`config.mk`:
```
export PLATFORM = sky130hd
export DESIGN_NAME = irq_trap_ctrl
export DESIGN_NICKNAME = d
export VERILOG_FILES = /design/src/rtl/irq_trap_pkg.sv /design/src/rtl/irq_edge_detect.sv /design/src/rtl/irq_flag_regs.sv /design/src/rtl/irq_vec_arbiter.sv /design/src/rtl/irq_mem_fill.sv /design/src/rtl/irq_trap_ctrl.sv
export SDC_FILE = /design/constraint.sdc
export NUM_CORES = 1
export LEC_CHECK = 0
export BUFFER_PORTS_ARGS = -buffer_cell sky130_fd_sc_hd__buf_2
export CAP_MARGIN = 20
export CORE_ASPECT_RATIO = 0.8
export CORE_MARGIN = 1.5
export CORE_UTILIZATION = 48
export DETAILED_ROUTE_END_ITERATION = 16
export PLACE_DENSITY = 0.81
export SYNTH_ARGS = -nofsm -noshare
export SYNTH_HDL_FRONTEND = slang
export SYNTH_HIERARCHICAL = 1
export SYNTH_SLANG_ARGS = --single-unit
```
`constraint.sdc`:
```
create_clock -name clk -period 2.44 [get_ports clk]
set_input_delay 0.122 -clock clk [delete_from_list [all_inputs] [get_ports clk]]
set_output_delay 0.122 -clock clk [all_outputs]
set_load 0.01 [all_outputs]
```
`src/rtl/irq_trap_pkg.sv`:
```
package irq_trap_pkg;
  // vector-select codes handed to the core
  typedef enum logic [1:0] {
    VEC_SW  = 2'b00,
    VEC_EXT = 2'b01,
    VEC_TMR = 2'b10
  } vec_e;

  // status register bit positions
  localparam int GIE_B  = 0;
  localparam int ENI_B  = 1;
  localparam int BUSY_B = 2;
  localparam int IPND_B = 3;
  localparam int ENTI_B = 4;
  localparam int TPND_B = 5;
  localparam int C_B    = 6;
  localparam int HC_B   = 7;

  // control register bit that selects the external edge polarity
  localparam int EDGE_SEL_B = 2;
endpackage

```
`src/rtl/irq_edge_detect.sv`:
```
module irq_edge_detect #(
  parameter int SYNC_STAGES = 2
) (
  input  logic clk,
  input  logic rst,
  input  logic pin,
  input  logic fall_sel,
  output logic edge_hit
);
  logic [SYNC_STAGES:0] sh;
  logic now_lvl, old_lvl;

  always_ff @(posedge clk) begin
    if (rst) sh <= '0;
    else     sh <= {sh[SYNC_STAGES-1:0], pin};
  end

  assign now_lvl  = sh[SYNC_STAGES-1];
  assign old_lvl  = sh[SYNC_STAGES];
  assign edge_hit = fall_sel ? (old_lvl & ~now_lvl) : (now_lvl & ~old_lvl);
endmodule

```
`src/rtl/irq_flag_regs.sv`:
```
module irq_flag_regs
  import irq_trap_pkg::*;
#(
  parameter int DW  = 8,
  parameter int DAW = 8,
  parameter logic [DAW-1:0] ST_ADDR = 8'hEF,
  parameter logic [DAW-1:0] CT_ADDR = 8'hEE
) (
  input  logic           clk,
  input  logic           rst,
  input  logic           wr_en,
  input  logic [DAW-1:0] wr_addr,
  input  logic [DW-1:0]  wr_data,
  input  logic           tmr_evt,
  input  logic           ext_evt,
  input  logic           accept_hw,
  input  logic           shift_busy,
  input  logic           alu_we,
  input  logic           alu_hc,
  input  logic           alu_c,
  output logic [DW-1:0]  status_q,
  output logic [DW-1:0]  ctrl_q
);
  logic [DW-1:0] status_d;
  logic st_wr, ct_wr;

  assign st_wr = wr_en && (wr_addr == ST_ADDR);
  assign ct_wr = wr_en && (wr_addr == CT_ADDR);

  always_comb begin
    status_d = status_q;
    if (alu_we) begin
      status_d[HC_B] = alu_hc;
      status_d[C_B]  = alu_c;
    end
    if (st_wr) status_d = wr_data;
    status_d[BUSY_B] = shift_busy;
    if (tmr_evt)   status_d[TPND_B] = 1'b1;
    if (ext_evt)   status_d[IPND_B] = 1'b1;
    if (accept_hw) status_d[GIE_B]  = 1'b0;
  end

  always_ff @(posedge clk) begin
    if (rst) begin
      status_q <= '0;
      ctrl_q   <= '0;
    end else begin
      status_q <= status_d;
      if (ct_wr) ctrl_q <= wr_data;
    end
  end

  // an accepted hardware interrupt always drops the global enable
  a_r5_gie_drop: assert property (@(posedge clk) disable iff (rst)
    accept_hw |=> !status_q[GIE_B]);
  // a timer strobe leaves its pending flag set
  a_r7_tpnd_set: assert property (@(posedge clk) disable iff (rst)
    tmr_evt |=> status_q[TPND_B]);
  // a detected external edge leaves its pending flag set
  a_r8_ipnd_set: assert property (@(posedge clk) disable iff (rst)
    ext_evt |=> status_q[IPND_B]);
endmodule

```
`src/rtl/irq_vec_arbiter.sv`:
```
module irq_vec_arbiter
  import irq_trap_pkg::*;
#(
  parameter int DW = 8
) (
  input  logic          clk,
  input  logic          rst,
  input  logic [DW-1:0] status_q,
  input  logic          sw_hit,
  output logic          accept_hw,
  output logic          take_vec,
  output logic [1:0]    vec_sel
);
  logic ext_rdy, tmr_rdy, hw_pend, sw_pend, sw_go;

  assign ext_rdy   = status_q[IPND_B] & status_q[ENI_B];
  assign tmr_rdy   = status_q[TPND_B] & status_q[ENTI_B];
  assign hw_pend   = ext_rdy | tmr_rdy;
  assign accept_hw = status_q[GIE_B] & hw_pend;
  assign sw_go     = sw_pend & ~hw_pend;

  always_ff @(posedge clk) begin
    if (rst) begin
      take_vec <= 1'b0;
      vec_sel  <= VEC_SW;
      sw_pend  <= 1'b0;
    end else begin
      take_vec <= 1'b0;
      if (accept_hw) begin
        take_vec <= 1'b1;
        vec_sel  <= ext_rdy ? VEC_EXT : VEC_TMR;
      end else if (sw_go) begin
        take_vec <= 1'b1;
        vec_sel  <= VEC_SW;
      end
      if (sw_hit)     sw_pend <= 1'b1;
      else if (sw_go) sw_pend <= 1'b0;
    end
  end

  // the software vector is never taken over a pending enabled source
  a_r4_sw_yields: assert property (@(posedge clk) disable iff (rst)
    (take_vec && vec_sel == VEC_SW) |-> $past(!hw_pend));
  // a hardware vector needs the global enable in the accepting cycle
  a_r6_hw_needs_gie: assert property (@(posedge clk) disable iff (rst)
    (take_vec && vec_sel != VEC_SW) |-> $past(status_q[GIE_B]));
endmodule

```
`src/rtl/irq_mem_fill.sv`:
```
module irq_mem_fill #(
  parameter int DW  = 8,
  parameter int PAW = 16,
  parameter int DAW = 8,
  parameter logic [PAW-1:0] ROM_TOP = 16'h0300,
  parameter logic [DAW-1:0] RAM_TOP = 8'h30,
  parameter logic [DAW-1:0] ST_ADDR = 8'hEF,
  parameter logic [DAW-1:0] CT_ADDR = 8'hEE,
  parameter logic [DW-1:0]  TRAP_OP = 8'h00
) (
  input  logic           clk,
  input  logic           rst,
  input  logic [PAW-1:0] prog_addr,
  input  logic [DW-1:0]  fetch_op,
  input  logic           op_valid,
  input  logic [DAW-1:0] data_addr,
  input  logic [DW-1:0]  mem_rdata,
  input  logic [DW-1:0]  status_q,
  input  logic [DW-1:0]  ctrl_q,
  output logic [DW-1:0]  op_out,
  output logic [DW-1:0]  data_out,
  output logic           sw_hit
);
  logic [DW-1:0] op_eff, rd_eff;
  logic rom_hole, ram_hole;

  assign rom_hole = (prog_addr >= ROM_TOP);
  assign op_eff   = rom_hole ? TRAP_OP : fetch_op;
  assign sw_hit   = op_valid && (op_eff == TRAP_OP);
  assign ram_hole = (data_addr >= RAM_TOP) && (data_addr != ST_ADDR) && (data_addr != CT_ADDR);

  always_comb begin
    if (data_addr == ST_ADDR)      rd_eff = status_q;
    else if (data_addr == CT_ADDR) rd_eff = ctrl_q;
    else if (ram_hole)             rd_eff = '1;
    else                           rd_eff = mem_rdata;
  end

  always_ff @(posedge clk) begin
    if (rst) begin
      op_out   <= TRAP_OP;
      data_out <= '1;
    end else begin
      op_out   <= op_eff;
      data_out <= rd_eff;
    end
  end

  // fetches beyond program memory come back as the trap opcode
  a_r1_rom_fill: assert property (@(posedge clk) disable iff (rst)
    (prog_addr >= ROM_TOP) |=> (op_out == TRAP_OP));
  // unmapped data reads come back as all ones
  a_r2_data_fill: assert property (@(posedge clk) disable iff (rst)
    ram_hole |=> (data_out == '1));
endmodule

```
`src/rtl/irq_trap_ctrl.sv`:
```
module irq_trap_ctrl
  import irq_trap_pkg::*;
#(
  parameter int DW  = 8,
  parameter int PAW = 16,
  parameter int DAW = 8,
  parameter logic [PAW-1:0] ROM_TOP  = 16'h0300,
  parameter logic [DAW-1:0] RAM_TOP  = 8'h30,
  parameter logic [DAW-1:0] ST_ADDR  = 8'hEF,
  parameter logic [DAW-1:0] CT_ADDR  = 8'hEE,
  parameter logic [DAW-1:0] SP_RESET = 8'h2F,
  parameter int SYNC_STAGES = 2
) (
  input  logic           clk,
  input  logic           rst,
  input  logic           ext_irq_pin,
  input  logic           tmr_event,
  input  logic           op_valid,
  input  logic [DW-1:0]  fetch_op,
  input  logic [PAW-1:0] prog_addr,
  input  logic [DAW-1:0] data_addr,
  input  logic [DW-1:0]  mem_rdata,
  input  logic           reg_wr_en,
  input  logic [DW-1:0]  reg_wdata,
  input  logic           alu_flag_we,
  input  logic           alu_hc,
  input  logic           alu_c,
  input  logic           shift_busy,
  input  logic           sp_push,
  input  logic           sp_pop,
  output logic [DW-1:0]  op_out,
  output logic [DW-1:0]  data_out,
  output logic [DW-1:0]  status_q,
  output logic [DW-1:0]  ctrl_q,
  output logic [DAW-1:0] sp_q,
  output logic           take_vec,
  output logic [1:0]     vec_sel
);
  logic ext_evt, accept_hw, sw_hit;

  irq_edge_detect #(.SYNC_STAGES(SYNC_STAGES)) edge_i (
    .clk(clk), .rst(rst), .pin(ext_irq_pin),
    .fall_sel(ctrl_q[EDGE_SEL_B]), .edge_hit(ext_evt)
  );

  irq_flag_regs #(.DW(DW), .DAW(DAW), .ST_ADDR(ST_ADDR), .CT_ADDR(CT_ADDR)) regs_i (
    .clk(clk), .rst(rst), .wr_en(reg_wr_en), .wr_addr(data_addr),
    .wr_data(reg_wdata), .tmr_evt(tmr_event), .ext_evt(ext_evt),
    .accept_hw(accept_hw), .shift_busy(shift_busy), .alu_we(alu_flag_we),
    .alu_hc(alu_hc), .alu_c(alu_c), .status_q(status_q), .ctrl_q(ctrl_q)
  );

  irq_vec_arbiter #(.DW(DW)) arb_i (
    .clk(clk), .rst(rst), .status_q(status_q), .sw_hit(sw_hit),
    .accept_hw(accept_hw), .take_vec(take_vec), .vec_sel(vec_sel)
  );

  irq_mem_fill #(.DW(DW), .PAW(PAW), .DAW(DAW), .ROM_TOP(ROM_TOP), .RAM_TOP(RAM_TOP),
                 .ST_ADDR(ST_ADDR), .CT_ADDR(CT_ADDR), .TRAP_OP('0)) fill_i (
    .clk(clk), .rst(rst), .prog_addr(prog_addr), .fetch_op(fetch_op),
    .op_valid(op_valid), .data_addr(data_addr), .mem_rdata(mem_rdata),
    .status_q(status_q), .ctrl_q(ctrl_q), .op_out(op_out),
    .data_out(data_out), .sw_hit(sw_hit)
  );

  // stack pointer: down on call, up on return
  always_ff @(posedge clk) begin
    if (rst)                   sp_q <= SP_RESET;
    else if (sp_push && !sp_pop) sp_q <= sp_q - 1'b1;
    else if (sp_pop && !sp_push) sp_q <= sp_q + 1'b1;
  end

  // a lone call moves the pointer down by one
  a_r10_sp_down: assert property (@(posedge clk) disable iff (rst)
    (sp_push && !sp_pop) |=> (sp_q == $past(sp_q) - 1'b1));
  // a lone return moves the pointer up by one
  a_r10_sp_up: assert property (@(posedge clk) disable iff (rst)
    (sp_pop && !sp_push) |=> (sp_q == $past(sp_q) + 1'b1));
endmodule

```
**Word-level counts from Yosys, hierarchy flattened**

Cells that the tools add are included.

- Bits in registers: 47
- Input port bits: 60
- Word-level logic and storage cells: 67
- Output and inout port bits: 43

- Reductions and logical operators: 17
- $add $sub $neg: 2
- Equality and inequality tests: 4
- $lt $le $gt $ge: 2
- Muxes and demuxes: 18
- Bitwise gates (word level): 10

Operators by type and width:

| cell | count |
|---|---|
| $mux W8 | 7 |
| $eq A8 B8 Y1 const B | 2 |
| $ge A16 B10 Y1 const B | 1 |
| $ne A8 B8 Y1 const B | 2 |
| $reduce_bool A2 Y1 | 6 |
| $add A8 B1 Y8 const B | 1 |
| $ge A8 B6 Y1 const B | 1 |
| $logic_not A8 Y1 | 1 |
| $mux W2 | 4 |
| $sub A8 B1 Y8 const B | 1 |
| $logic_and A1 B1 Y1 | 7 |
| $mux W1 | 7 |
| $and A1 B1 Y1 | 6 |
| $not A1 Y1 | 3 |
| $logic_not A1 Y1 | 2 |
| $reduce_or A2 Y1 | 1 |
| $or A1 B1 Y1 | 1 |

**Depth between registers and ports, before layout**

- Word-level depth: 6
- Depth in mapped cells: 10
- Gate-level depth less buffers: 9

**By module**

Netlist, hierarchy kept.

By module, submodules not included:

| module | sequential area each (um^2) | cells an instance | times used | area an instance (um^2) |
|---|---|---|---|---|
| irq_trap_ctrl | 160.2 | 98 | 1 | 783.3 |
| irq_flag_regs | 320.3 | 75 | 1 | 728.2 |
| irq_mem_fill | 320.3 | 60 | 1 | 620.6 |
| irq_vec_arbiter | 80.1 | 21 | 1 | 191.4 |
| irq_edge_detect | 60.1 | 9 | 1 | 101.3 |

**Worst setup path before layout**

Ideal clock, no wire load.

- Kind: input-to-reg
- Start point: in sp_pop
- End point: reg sp_q[6]
- Data required time: 2,320 ps
- Path slack: 301 ps
- Stages: 10
- Arrival time: 2,019 ps
- Path through: inv_1 > ha_1 > buf_6 > xor2_1 > ha_1 > a21boi_1 > o22ai_1 > or4_4 > and4_4 > a211o_1

- Word-level cells in the longest chain between the ends: 3
- Elaborated cells on any way between the ends: 5
- Those cells by class: mux (1); reduce/logical (4)

Ends and longest elaborated chain:

| what | RTL line | source |
|---|---|---|
| from (decl) | irq_trap_ctrl.sv:30 | `input logic sp_pop,` |
| $logic_not A1 Y1 | irq_trap_ctrl.sv:69 | `else if (sp_push && !sp_pop) sp_q <= sp_q - 1'b1;` |
| $logic_and A1 B1 Y1 | irq_trap_ctrl.sv:69 |  |
| $mux W8 or $reduce_bool A2 Y1 (tied branches) | n/a |  |
| to (signal assigned) | irq_trap_ctrl.sv:69 |  |
| to (signal assigned) | irq_trap_ctrl.sv:70 | `else if (sp_pop && !sp_push) sp_q <= sp_q + 1'b1;` |
| to (decl) | irq_trap_ctrl.sv:35 | `output logic [DAW-1:0] sp_q,` |

Parallel ways exist; a longest one is shown, timed or not.
A chain may end at the register's enable or synchronous reset.

**Worst setup path in the final report**

- Start point: reg sp_q[0]
- End point: reg sp_q[6]

- Word-level cells in the longest chain between the ends: 3
- Elaborated cells on any way between the ends: 4
- Those cells by class: add/sub (2); mux (2)

Ends and longest elaborated chain:

| what | RTL line |
|---|---|
| $add A8 B1 Y8 | irq_trap_ctrl.sv:70 |
| $mux W8 | irq_trap_ctrl.sv:70 |
| $mux W8 * | irq_trap_ctrl.sv:69 |

Mark *: on every way between the ends. The rest lies on a longest branch, timed or not. The select of a mux whose other input is x is not followed.

==> metrics.md <==
| Metric | Value |
|---|---|
| Outcome | finished, final reports clean |
| Post-synthesis register bit count | 47 |
| Multiplexer area fraction after synthesis | 0.0671 |
| Num CTS Buffers | 5 |
| Root Driver | clkbuf_8 |
| Gate power share | 0.195 |
| Leak | 0.00130 µW |
| Maximum clock rate | 0.486 GHz |
| Flop pwr share | 0.518 |
| Setup TNS | 0 ns |
| Post-Synth Simple-Gate Area | 0.275 |
| NetSw | 502 µW |
| GR peak layer | met2 |
| Clock transition at path regs | 0.09 ns |
| Crit-path cells | ha_1 > a21boi_1 > o22ai_1 > or4_4 > and4_4 > a211o_1 |
| Postcts setup bufs | 0 |
| # nets final | 414 |
| Number of synthesized flops with an enable pin | 0 |
| Rel. slew slack | 0.526 |
| DR DRC count | 0 |
| Pre-antenna DRT Iters | 4 |
| Hold WS | 0.0396 ns |
| Ys flop type | dfxtp_1 |
| # diodes | 0 |
| Placed inst area | 2870 µm² |
| CTS Hold Bufs | 0 |
| Floorplan row count | 22 |
| Clock Tree Buf Depth | 2 |
| GP Congestion | 0.831 |
| P&R area growth vs syn | 22.3% |
| Syn Inst Count | 263 |
| H-tree levels | 2 |
| Die footprint | 5490 µm² |
| Seq/Total Area, Yosys | 0.388 |
| Worst-Skew Late Latency | 0.30 ns |
| Internal power | 1160 µW |
| Clock network power share | 0.288 |
| Initial antenna violation count | 0 |
| Setup Skew | 0.00811 ns |
| Die W | 82.5 µm |
| Yosys warns | 6 |
| Gr ovfl total | 0 |
| Starting Density | 0.512 |
| Met1 GRT Util | 0.309 |
| GRT met3 Usage | 0.0411 |
| Commonest non-fill, non-tap cells in the layout | buf_2 (94), dfxtp_1 (47), nor2_1 (22), a21oi_1 (22), mux2i_1 (14) |
| CTS sink cnt | 47 |
| CP delay by family, top | simple AND/OR/NAND/NOR gates |
| Commonest non-fill, non-tap cell in the layout | buf_2 |
| Synth Cell Area | 2420 µm² |
| HPWL after DPL | 4460 µm |
| M2 GR Usage | 0.349 |
| Worst path slowest cell | or4_4 |
| Remaining antenna violation count | 0 |
| Fin area | 2970 µm² |
| Post-synth ARST share | 0 |
| Yosys cell types | 60 |
| First-pass GRT wire length | 9430 µm |
| Post-DR wirelength/cell | 14.5 µm |
| PD cells | 562 nW/µm² |
| Worst EP arrival | 2.24 ns |
| IO Port Bufs | 94 |
| Vias/cell | 5.58 |
| Max-capacitance violation count | 0 |
| Fraction of synthesized cell area in xor and xnor cells | 0.0181 |
| Layout cell share with drive strength beyond 1 | 0.344 |
| Fill cells | 425 |
| Drt first-iter violations | 208 |
| Final Setup Violations | 0 |
| Worst-margin pin slew | 0.709 ns |
| Number of global-route vias before repair | 1997 |
| Compound-cell area share of the yosys netlist | 0.179 |
| Pin count of the biggest net entering global routing | 28 |
| Synth Net Count | 326 |
| Final Worst Setup Slack | 0.382 ns |
| Critical path type | flip-flop to flip-flop |
| Critical Path RT | 2.63 ns |
| CP Capture Type | flip-flop |
| CP startpoint kind | flip-flop |
| Largest family of logic cells by synthesized area | simple AND/OR/NAND/NOR gates |
| Sw frac | 0.301 |
| Final Hold Vio Count | 0 |
| Core ar. | 4730 µm² |
| Tcrit/Tclk final | 0.843 |
| # IOs | 103 |
| Final worst path period need | 2.06 ns |
| Worst min path class | input port to flip-flop |
| RSZ-0062 raised after global routing | no |
| Final WL | 5990 µm |
| Die height | 66.6 µm |
| Setup slack, reg-to-reg | 0.38 ns |
| VDD IR max | 413 µV |
| GRT Overall Usage | 0.225 |
| Via Count | 2301 |
| Avg Inst Size Synth | 9.22 µm² |
| Adder-cell share of the synthesized area | 0.0155 |
| Max-slew violations | 0 |
| Max FO, Critical Path | 8 |
| Resize count post-CTS | 0 |
| WP buf/inv | 0 |
| Pre-CTS setup slack | 0.285 ns |
| CTS tree | built |
| Slowest stage delay, CP | 0.52 ns |
==> registers in the layout (all words and copies together), names as in the netlist <==
register         flops
fill_i/op_out        8
edge_i/sh            3
regs_i/status_q      8
arb_i/vec_sel        2
regs_i/ctrl_q        8
fill_i/data_out      8
arb_i/sw_pend        1
arb_i/take_vec       1
sp_q                 8
==> power by group through the flow <==
stage	sequential (µW)	combinational, µW	clock [µW]
after detailed placement	879	322	0
final	862	324	479
after CTS	861	323	487
after floorplan	862	233	0
after global routing	870	355	532
after global placement	877	313	0
==> path summary, 6_finish.rpt <==
check                           cells after the start                       to                     from
worst min register to register                      1  edge_i/sh[1]$_SDFF_PP0_  edge_i/sh[0]$_SDFF_PP0_
worst max-delay path                                6     sp_q[6]$_SDFFE_PP0P_     sp_q[0]$_SDFFE_PP1P_
worst max register to register                      6     sp_q[6]$_SDFFE_PP0P_     sp_q[0]$_SDFFE_PP1P_
worst min-delay path                                2  edge_i/sh[0]$_SDFF_PP0_              ext_irq_pin
==> worst register-to-register path, stage by stage (launching register included) <==
cell and delay, ns:
dfxtp_1 0.50, ha_1 0.25, a21boi_1 0.17, o22ai_1 0.13, or4_4 0.52, and4_4 0.18, a211o_1 0.22
==> area by class of cell <==
type	count	area, µm²	area share
clock buffer	5	68.8	0.0232
clock inverter	3	23.8	0.00801
sequential	47	941	0.317
multi-input combinational	194	1340	0.453
inverter	6	22.5	0.00759
timing repair buffer	97	493	0.166
tap	60	75.1	0.0253
==> cell usage after synthesis (2+ instances only) <==
master / number / area (µm²)
inv_1: 5 / 18.8
and4b_1: 2 / 20.0
dfxtp_1: 47 / 941
mux2i_1: 14 / 140
a211o_1: 3 / 26.3
o21ai_0: 2 / 10.0
buf_4: 2 / 15.0
o21ai_1: 2 / 10.0
nor4_1: 11 / 68.8
nand4_1: 8 / 50.1
ha_1: 3 / 37.5
nor2_1: 22 / 82.6
clkbuf_4: 2 / 15.0
buf_6: 5 / 56.3
nand3_1: 5 / 25.0
mux2_1: 2 / 22.5
nor3_1: 3 / 15.0
a31oi_1: 3 / 18.8
nand2b_1: 7 / 43.8
a211oi_1: 4 / 30.0
a31o_2: 5 / 43.8
nand2_1: 10 / 37.5
and2_1: 9 / 56.3
clkbuf_1: 2 / 7.51
a21oi_1: 22 / 110
nand4b_1: 3 / 26.3
buf_2: 5 / 25.0
o31ai_1: 5 / 37.5
xor2_1: 4 / 35.0
or3_1: 3 / 18.8
or4_4: 2 / 22.5
nor2b_1: 10 / 62.6
nand3b_1: 4 / 30.0
==> layer usage <==
metal | vias up | share of wire | wire length, µm
li1 | 1151 | - | -
met3 | 6 | 0.068 | 406
met1 | 1067 | 0.47 | 2840
met2 | 77 | 0.44 | 2660
met5 | - | 0 | 0
met4 | 0 | 0.014 | 82
==> metrics by stage <==
stage / power, µW / utilization / std cells
2_1_floorplan: 1100 / - / 263
3_3_place_gp: 1190 / 0.607 / 404
3_5_place_dp: 1200 / 0.607 / 404
4_1_cts: 1670 / 0.627 / 412
5_1_grt: 1760 / 0.627 / 412
6_report: 1670 / 0.627 / 412
==> kinds of logic (layout without fill, tap and decap cells) <==
kind of cell | count (synthesis) | after routing
simple gates | 109 | 109
compound gates | 61 | 61
flops | 47 | 47
buf+inv | 22 | 111
mux | 16 | 16
xor+xnor | 5 | 5
fa+ha+maj | 3 | 3
Note: power is estimated with default switching activity, not from simulation.
